--- config.mk ---
export PLATFORM = sky130hd
export DESIGN_NAME = gpio_bank_port
export DESIGN_NICKNAME = d
export VERILOG_FILES = /design/src/rtl/gpio_bank_pkg.sv /design/src/rtl/gpio_bank_sync.sv /design/src/rtl/gpio_bank_regs.sv /design/src/rtl/gpio_bank_drive.sv /design/src/rtl/gpio_bank_port.sv
export SDC_FILE = /design/constraint.sdc
export NUM_CORES = 1
export LEC_CHECK = 0
export ABC_AREA = 1
export CORE_ASPECT_RATIO = 0.9
export CORE_UTILIZATION = 54
export CTS_CLUSTER_DIAMETER = 60
export CTS_CLUSTER_SIZE = 10
export DETAILED_ROUTE_END_ITERATION = 16
export DONT_BUFFER_PORTS = 1
export PLACE_DENSITY_LB_ADDON = 0.2
export SLEW_MARGIN = 0
export SYNTH_ARGS = -nofsm -noshare
export SYNTH_HDL_FRONTEND = slang
export SYNTH_SLANG_ARGS = --single-unit
--- constraint.sdc ---
create_clock -name clk -period 1.72 [get_ports clk]
set_clock_uncertainty 0.15 [all_clocks]
set_input_delay 0.344 -clock clk [delete_from_list [all_inputs] [get_ports clk]]
set_output_delay 0.344 -clock clk [all_outputs]
set_load 0.02 [all_outputs]
--- src/rtl/gpio_bank_pkg.sv ---
// Shared constants and types for the banked GPIO port.
// Assumes byte-wide configuration registers.
package gpio_bank_pkg;
    localparam int REG_W = 8;

    typedef enum logic [2:0] {
        SEL_NONE,
        SEL_EN,
        SEL_DIR,
        SEL_DATA,
        SEL_INV,
        SEL_GLB
    } reg_sel_e;
endpackage

--- src/rtl/gpio_bank_sync.sv ---
// Multi-flop synchronizer for the pin inputs.
// Assumes STAGES >= 1. The reset value is 0.
module gpio_bank_sync #(
    parameter int W      = 8,
    parameter int STAGES = 2
) (
    input  logic         clk,
    input  logic         rst_n,
    input  logic [W-1:0] d,
    output logic [W-1:0] q
);
    logic [W-1:0] stage_q [STAGES];

    genvar s;
    generate
        for (s = 0; s < STAGES; s++) begin : g_stage
            // shift the pin levels one stage further
            always_ff @(posedge clk) begin
                if (!rst_n)      stage_q[s] <= '0;
                else if (s == 0) stage_q[s] <= d;
                else             stage_q[s] <= stage_q[(s == 0) ? 0 : s-1];
            end
        end
    endgenerate

    assign q = stage_q[STAGES-1];
endmodule

--- src/rtl/gpio_bank_regs.sv ---
// Address decode, configuration registers and read-back mux for one port.
// Assumes NUM_PINS <= REG_W. Bits at or above NUM_PINS are not stored.
module gpio_bank_regs
    import gpio_bank_pkg::*;
#(
    parameter int          NUM_PINS    = 8,
    parameter logic [7:0]  ENABLE_ADDR = 8'h30,
    parameter int          EN_BIT      = 0,
    parameter logic [7:0]  BANK_ADDR   = 8'hE0,
    parameter logic [7:0]  GLOBAL_ADDR = 8'h2B,
    parameter int          PP_BIT      = 2
) (
    input  logic                clk,
    input  logic                rst_n,
    input  logic                dev_sel,
    input  logic [7:0]          reg_addr,
    input  logic [REG_W-1:0]    reg_wdata,
    input  logic                reg_we,
    input  logic [NUM_PINS-1:0] pin_sync,
    output logic [REG_W-1:0]    reg_rdata,
    output logic                en_q,
    output logic                pp_q,
    output logic [NUM_PINS-1:0] dir_q,
    output logic [NUM_PINS-1:0] data_q,
    output logic [NUM_PINS-1:0] inv_q
);
    localparam logic [7:0] DATA_ADDR = BANK_ADDR + 8'd1;
    localparam logic [7:0] INV_ADDR  = BANK_ADDR + 8'd2;

    reg_sel_e            sel;
    logic [NUM_PINS-1:0] wpins;
    logic [NUM_PINS-1:0] data_view;

    assign wpins = reg_wdata[NUM_PINS-1:0];

    // decode the address; the global register ignores device selection
    always_comb begin
        sel = SEL_NONE;
        if (reg_addr == GLOBAL_ADDR)     sel = SEL_GLB;
        else if (dev_sel) begin
            if (reg_addr == ENABLE_ADDR) sel = SEL_EN;
            else if (reg_addr == BANK_ADDR) sel = SEL_DIR;
            else if (reg_addr == DATA_ADDR) sel = SEL_DATA;
            else if (reg_addr == INV_ADDR)  sel = SEL_INV;
        end
    end

    // register writes and reset state
    always_ff @(posedge clk) begin
        if (!rst_n) begin
            en_q   <= 1'b0;
            pp_q   <= 1'b0;
            dir_q  <= '1;
            data_q <= '0;
            inv_q  <= '0;
        end else if (reg_we) begin
            case (sel)
                SEL_EN:   en_q   <= reg_wdata[EN_BIT];
                SEL_GLB:  pp_q   <= reg_wdata[PP_BIT];
                SEL_DIR:  dir_q  <= wpins;
                SEL_DATA: data_q <= wpins;
                SEL_INV:  inv_q  <= wpins;
                default: ;
            endcase
        end
    end

    // data read: inputs show the corrected pin level, outputs the latch
    assign data_view = (dir_q & (pin_sync ^ inv_q)) | (~dir_q & data_q);

    // read-back mux, zero outside this port's bits
    always_comb begin
        reg_rdata = '0;
        case (sel)
            SEL_EN:   reg_rdata[EN_BIT] = en_q;
            SEL_GLB:  reg_rdata[PP_BIT] = pp_q;
            SEL_DIR:  reg_rdata = REG_W'(dir_q);
            SEL_DATA: reg_rdata = REG_W'(data_view);
            SEL_INV:  reg_rdata = REG_W'(inv_q);
            default: ;
        endcase
    end
endmodule

--- src/rtl/gpio_bank_drive.sv ---
// Per-pin output driver control: push-pull or open-drain, gated by the enable.
// Assumes the inversion applies to the driven level.
module gpio_bank_drive #(
    parameter int NUM_PINS = 8
) (
    input  logic                en,
    input  logic                pp,
    input  logic [NUM_PINS-1:0] dir,
    input  logic [NUM_PINS-1:0] data,
    input  logic [NUM_PINS-1:0] inv,
    output logic [NUM_PINS-1:0] pin_out,
    output logic [NUM_PINS-1:0] pin_oe
);
    genvar i;
    generate
        for (i = 0; i < NUM_PINS; i++) begin : g_pin
            logic level;
            logic drives;
            // level the pin should present and whether it is an active output
            always_comb begin
                level  = data[i] ^ inv[i];
                drives = en & ~dir[i];
                pin_out[i] = pp ? level  : 1'b0;
                pin_oe[i]  = pp ? drives : (drives & ~level);
            end
        end
    endgenerate
endmodule

--- src/rtl/gpio_bank_port.sv ---
// Top of one banked GPIO port: synchronizer, register bank and pin drivers.
// Assumes the decoder ORs this port's read data with its neighbours'.
module gpio_bank_port
    import gpio_bank_pkg::*;
#(
    parameter int          NUM_PINS    = 8,
    parameter int          SYNC_STAGES = 2,
    parameter logic [7:0]  ENABLE_ADDR = 8'h30,
    parameter int          EN_BIT      = 0,
    parameter logic [7:0]  BANK_ADDR   = 8'hE0,
    parameter logic [7:0]  GLOBAL_ADDR = 8'h2B,
    parameter int          PP_BIT      = 2
) (
    input  logic                clk,
    input  logic                rst_n,
    input  logic                dev_sel,
    input  logic [7:0]          reg_addr,
    input  logic [7:0]          reg_wdata,
    input  logic                reg_we,
    output logic [7:0]          reg_rdata,
    input  logic [NUM_PINS-1:0] pin_in,
    output logic [NUM_PINS-1:0] pin_out,
    output logic [NUM_PINS-1:0] pin_oe
);
    logic                en_q;
    logic                pp_q;
    logic [NUM_PINS-1:0] dir_q;
    logic [NUM_PINS-1:0] data_q;
    logic [NUM_PINS-1:0] inv_q;
    logic [NUM_PINS-1:0] pin_sync;

    gpio_bank_sync #(.W(NUM_PINS), .STAGES(SYNC_STAGES)) u_sync (
        .clk(clk), .rst_n(rst_n), .d(pin_in), .q(pin_sync)
    );

    gpio_bank_regs #(
        .NUM_PINS(NUM_PINS), .ENABLE_ADDR(ENABLE_ADDR), .EN_BIT(EN_BIT),
        .BANK_ADDR(BANK_ADDR), .GLOBAL_ADDR(GLOBAL_ADDR), .PP_BIT(PP_BIT)
    ) u_regs (
        .clk(clk), .rst_n(rst_n), .dev_sel(dev_sel), .reg_addr(reg_addr),
        .reg_wdata(reg_wdata), .reg_we(reg_we), .pin_sync(pin_sync),
        .reg_rdata(reg_rdata), .en_q(en_q), .pp_q(pp_q), .dir_q(dir_q),
        .data_q(data_q), .inv_q(inv_q)
    );

    gpio_bank_drive #(.NUM_PINS(NUM_PINS)) u_drive (
        .en(en_q), .pp(pp_q), .dir(dir_q), .data(data_q), .inv(inv_q),
        .pin_out(pin_out), .pin_oe(pin_oe)
    );
endmodule

Word level (Yosys, flattened, before mapping)
Memories as Yosys holds them, arrays and structs flattened.
Cells that the tools add are included.
{"block": "totals", "regBits": 26, "latchBits": 0, "mem_bits_rw": 16, "rom_bits": 0, "inputBits": 28, "output_inout_bits": 24, "elab_cells": 98, "memories": 1}
{"block": "classes", "n_addsub": 0, "n_mul": 0, "n_div": 0, "n_lt_le_gt_ge": 0, "eq_ne": 10, "shift": 0, "n_mux": 30, "bitwise": 47, "n_reduce_logical": 5}
{"memory": "u_sync.stage_q", "depth": 2, "word_bits": 8, "read_ports": 2, "rd_ports_with_merged_regs": 0, "write_ports": 2, "line_no": "gpio_bank_sync.sv:12", "source": "logic [W-1:0] stage_q [STAGES];"}
{"op": "== test 8 bit, second input constant", "n": 3}
{"op": "2-to-1 mux 1 bit", "n": 18}
{"op": "2-to-1 mux 3 bit", "n": 6}
{"op": "AND 1 bit", "n": 16}
{"op": "AND 8 bit", "n": 2}
{"op": "== test 8 x 6 -> 1 bit, second input constant", "n": 2}
{"op": "2-to-1 mux 8 bit", "n": 2}
{"op": "inverter 1 bit", "n": 16}
{"op": "case mux 5 bit (3 select lines)", "n": 1}
{"op": "AND reduction 2 bit", "n": 5}
{"op": "inverter 8 bit", "n": 1}
{"op": "OR 8 bit", "n": 1}
{"op": "case mux 1 bit (4 select lines)", "n": 2}
{"op": "bitwise XOR 1 bit", "n": 8}
{"op": "bitwise XOR 8 bit", "n": 1}
{"op": "== test 3 x 2 -> 1 bit, second input constant", "n": 2}
{"op": "== test 3 bit, second input constant", "n": 2}
{"op": "== test 3 x 1 -> 1 bit, second input constant", "n": 1}
{"op": "case mux 1 bit (3 select lines)", "n": 1}
{"op": "OR 1 bit", "n": 2}

Depth between registers and ports, before layout
{"block": "logic_depth", "word_depth": 9, "depth_mapped": 12, "mapped_depth_nobuf": 11}

Modules after synthesis
A second synthesis with hierarchy kept.
{"block": "unflattened", "cells_unflattened": 352, "area_unflattened_um2": 2336.0}
{"module": "gpio_bank_regs", "instances": 1, "cells_per_inst": 219, "area_per_inst_um2": 1512.7, "seq_area_each_um2": 520.5}
{"module": "gpio_bank_sync", "instances": 1, "cells_per_inst": 50, "area_per_inst_um2": 484.2, "seq_area_each_um2": 320.3}
{"module": "gpio_bank_drive", "instances": 1, "cells_per_inst": 83, "area_per_inst_um2": 339.1, "seq_area_each_um2": 0.0}

Worst setup path after synthesis
Ideal clock, no wire load.
{"block": "synth_path", "path_kind": "input -> output", "startpoint": "input reg_addr[4]", "endpoint": "output reg_rdata[2]", "arrival_time_ns": 1.282, "required_ns": 1.226, "setup_slack_ns": -0.056, "stages": 7, "n_path_buf": 0, "path_cell_list": "inv_1 nand2_2 nor2_4 nand2_1 nor2_1 inv_1 o2111ai_1"}
{"block": "synth_via", "elab_chain_cells": 9, "word_cells_on_any_way": 16, "cone_classes": "eq/ne: 9; mux: 7"}
{"element": "from (decl)", "line_no": "gpio_bank_port.sv:17", "source": "input logic [7:0] reg_addr,"}
{"element": "== test 8 bit", "line_no": "gpio_bank_regs.sv:44", "source": "else if (reg_addr == INV_ADDR) sel = SEL_INV;"}
{"element": "2-to-1 mux 3 bit", "line_no": "gpio_bank_regs.sv:44"}
{"element": "2-to-1 mux 3 bit", "line_no": "gpio_bank_regs.sv:43", "source": "else if (reg_addr == DATA_ADDR) sel = SEL_DATA;"}
{"element": "2-to-1 mux 3 bit", "line_no": "gpio_bank_regs.sv:42", "source": "else if (reg_addr == BANK_ADDR) sel = SEL_DIR;"}
{"element": "2-to-1 mux 3 bit", "line_no": "gpio_bank_regs.sv:41", "source": "if (reg_addr == ENABLE_ADDR) sel = SEL_EN;"}
{"element": "2-to-1 mux 3 bit", "line_no": "gpio_bank_regs.sv:40", "source": "else if (dev_sel) begin"}
{"element": "2-to-1 mux 3 bit *", "line_no": "gpio_bank_regs.sv:39", "source": "if (reg_addr == GLOBAL_ADDR) sel = SEL_GLB;"}
{"element": "== test 3 bit / == test 3 x 2 -> 1 bit (equally long branches)", "line_no": "gpio_bank_regs.sv:74", "source": "case (sel)"}
{"element": "case mux 1 bit (4 select lines) *", "line_no": "gpio_bank_regs.sv:74"}
{"element": "to (decl)", "line_no": "gpio_bank_port.sv:20", "source": "output logic [7:0] reg_rdata,"}
Every way passes the cells marked *; elsewhere a longest branch is shown, timed or not.

Worst setup path in the final report
{"block": "layout_path", "startpoint": "input reg_addr[7]", "endpoint": "output reg_rdata[6]"}
{"block": "layout_via", "elab_chain_cells": 9, "word_cells_on_any_way": 15, "cone_classes": "eq/ne: 8; mux: 7"}
{"element": "== test 8 bit", "line_no": "gpio_bank_regs.sv:44"}
{"element": "2-to-1 mux 3 bit", "line_no": "gpio_bank_regs.sv:44"}
{"element": "2-to-1 mux 3 bit", "line_no": "gpio_bank_regs.sv:43"}
{"element": "2-to-1 mux 3 bit", "line_no": "gpio_bank_regs.sv:42"}
{"element": "2-to-1 mux 3 bit", "line_no": "gpio_bank_regs.sv:41"}
{"element": "2-to-1 mux 3 bit", "line_no": "gpio_bank_regs.sv:40"}
{"element": "2-to-1 mux 3 bit *", "line_no": "gpio_bank_regs.sv:39"}
{"element": "== test 3 bit / == test 3 x 2 -> 1 bit (equally long branches)", "line_no": "gpio_bank_regs.sv:74"}
{"element": "case mux 5 bit (3 select lines) *", "line_no": "gpio_bank_regs.sv:74"}
Marked as above.

==> results.py <==
metrics = {
    "status": {
        "status": "finished, violations left",
        "violations": "setup timing",
    },
    "route": {
        "drtIter0Drc": 118,
        "via_per_inst": 5.38,
        "ant_nets": 0,
        "drcViolationCount": 0,
        "drt_wl_total_mm": 5.58,
        "vias": 2098,
        "routedWlPerCell_um": 14.3,
        "dr.pass1.iters": 4,
    },
    "logic_synthesis": {
        "syn_avg_cell_area_um2": 6.90,
        "synth.distinct_cells": 24,
        "syn-num-nets": 335,
        "synth-seq-cells": 42,
        "yosysTopAreaCellShare_pct": 39.7,
        "synthCells": 307,
        "yosysWarnings": 0,
        "synth.area.top_cells": "dfxtp_1, nand2_1, inv_1",
        "yosysSeqAreaShare_pct": 39.7,
        "synth_area_um2": 2120,
        "yosys.area.top_type": "dfxtp_1",
    },
    "timing": {
        "max_freq_mhz": 522,
        "tns_ps": -1150,
        "fin_crit_ps": 1910,
        "slew_headroom_pct": 52.9,
        "final_hold_viol_count": 0,
        "rsz0062_at_grt": "true",
        "setup_viol": 8,
        "fin_crit_sh_pct": 111,
        "worstMarginPinSlew_ps": 705,
        "finalWorstSetupSlack_ps": -195,
        "slew_violations": 0,
    },
    "job": {
        "cap_violations": 0,
    },
    "global_routing": {
        "grt_usage_pct": 26.8,
        "grt_start_max_net_pins": 27,
        "grt-ovfl-total": 0,
        "antenna_found_initial": 0,
        "grt_pass1_vias": 1832,
        "grt_pass1_wl_mm": 8.11,
    },
    "setup_path": {
        "cpMostUsedCell": "nand2_4",
        "worst-setup-path-type": "in2out",
        "worstReg2RegEnd": "u_regs.pp_q$_SDFFE_PN0P_",
        "rr_worst_depth": 2,
        "reg2reg_slack_ps": 770,
        "r2r-start": "u_regs.pp_q$_SDFFE_PN0P_",
        "crit_slowest_cell": "buf_4",
        "crit_chain": "nand2_4 -> nor2_4 -> nand2_2 -> nand2_2 -> nand2_4 -> nor2_4 -> buf_12 -> nand2_4 -> o211ai_1 -> buf_4",
        "required_ps": 1230,
        "worstPathMaxFanout": 5,
        "cp-end-kind": "primary output",
        "crit_arrival_ps": 1420,
        "critPathTopFamily": "simple AND/OR/NAND/NOR gates",
        "crit_buf_inv": 2,
        "max_stage_delay_ps": 190,
        "startpoint_type": "input port",
    },
    "die": {
        "die_h_um": 61.4,
        "core_um2": 3730,
        "die_w_um": 68.0,
        "ios": 52,
        "rows": 21,
        "die-area_um2": 4180,
        "initial_utilization_pct": 56.8,
    },
    "layout": {
        "nets": 371,
        "diodes": 0,
        "layout-drive-gt1-share_pct": 27.9,
        "final_common_cell": "nand2_1",
        "areaGrowthSynthToFinish_pct": 30.6,
        "final_cells": 390,
        "utilization_pct": 74.2,
        "final_cell_mix": "nand2_1, inv_1, dfxtp_1, nor2_1, buf_4",
    },
    "clock_tree": {
        "insertion_delay_ps": 290,
        "cts_root_buf": "clkbuf_8",
        "cts_inserted_buffers": 5,
        "cts_buffer_depth": 2,
        "path_clk_slew_ps": 80,
        "cts_tree": "done",
        "htreeDepth": 2,
        "clkSinkCount": 42,
    },
    "worst_hold_path": {
        "hold_end": "u_sync.stage_q[0][7]$_SDFF_PN0_",
        "hold_path_depth": 2,
        "min_from": "pin_in[7]",
        "hp-class": "in2reg",
    },
    "place": {
        "dpl.hpwl_mm": 3.41,
        "dp_cells": 371,
        "gp_congestion": 0.751,
        "portBuffers": 0,
    },
    "pwr": {
        "ir_drop_v": 0.000542,
        "power.leakage_nw": 1.33,
        "power.density_nw_per_um2": 675,
    },
}
## final cells by class
cell class                      count  area (um^2)
Tap cell                           46         57.6
Timing Repair Buffer               38          335
Multi-Input combinational cell    194         1150
Fill cell                         299          962
Inverter                           62          273
Clock inverter                      1         30.0
Sequential cell                    42          851
Clock buffer                        7         76.3
## registers in the layout, indices dropped and copies added (netlist names)
name	count
u_regs.data_q	8
u_sync.stage_q	16
u_regs.inv_q	8
u_regs.dir_q	8
u_regs.en_q	1
u_regs.pp_q	1
## metal layers
| layer | wire length, um | up-vias | track usage [%] | share of wire [%] |
|---|---|---|---|---|
| li1 | - | 1034 | - | - |
| met1 | 2330 | 961 | 32.7 | 42 |
| met2 | 2690 | 93 | 48.2 | 48 |
| met3 | 499 | 10 | 5.00 | 8.9 |
| met4 | 70 | 0 | 7.44 | 1.3 |
| met5 | 0 | - | 0 | 0 |
## metrics by stage
stage               hold WS (ps)  instance area (um^2)  total power, mW  setup slack [ps]
floorplan                    240                  2150             1.08             -27.1
global placement             242                  2380             1.08              -188
detailed placement           249                  2380             1.08              -207
CTS                        0.810                  2660             1.86              -144
global route                9.43                  2770             1.92              -242
finish                     0.632                  2770             1.87              -195
## worst max-delay path by stage
stage	start	end	slack [ps]	depth (start not counted)
final	reg_addr[7]	reg_rdata[6]	-190	10
after global routing	reg_addr[7]	reg_rdata[3]	-240	11
after CTS	reg_addr[4]	reg_rdata[6]	-140	11
after detailed placement	reg_addr[7]	reg_rdata[6]	-210	10
after global placement	reg_addr[7]	reg_rdata[3]	-190	10
after floorplan	reg_addr[4]	reg_rdata[1]	-30	7
## report_power, final
group | total, mW | switching (mW) | internal [mW]
Combinational | 0.0995 | 0.0551 | 0.0444
Clock | 0.772 | 0.337 | 0.435
Sequential | 0.997 | 0.00719 | 0.990
## logic make-up after synthesis
| logic type | Yosys count | share of synthesized area (%) |
|---|---|---|
| AOI/OAI and AO/OA | 63 | 17.9 |
| buffers and inverters | 71 | 13.2 |
| xor gates and xnor gates | 9 | 3.72 |
| DFF | 42 | 39.7 |
| and+or+nand+nor | 122 | 25.5 |
## cell usage after synthesis
cell        n
buf_2       2
buf_6       1
nand3_1     1
nand2_1    64
nand2_2     7
o211ai_1   20
xnor2_1     9
inv_2       3
o2111ai_1   1
a21oi_1    16
nand2_4     2
nor2_4      3
clkbuf_1    5
o21ai_0    23
nor4_1      1
o31ai_1     1
inv_1      58
buf_4       1
clkinv_1    1
nor2_1     37
nand4_1     6
nand4_2     1
o221ai_1    2
dfxtp_1    42
## worst reg2reg max path: cells and delay by family, from the launching register on
family / cells / cell delay (ps)
AO/OA/AOI/OAI: 1 / 200
flip-flops: 1 / 350
buffers and inverters: 1 / 170
## timing repair
item                                    in CTS  in global routing
pin swaps                                   10                  2
gates resized for setup                     24                 37
endpoints found under the setup margin      16                 11
endpoints found under the hold margin       16                  1
hold buffers                                 6                  1
buffers inserted                             4                  0
(Power assumes the default switching activity.)
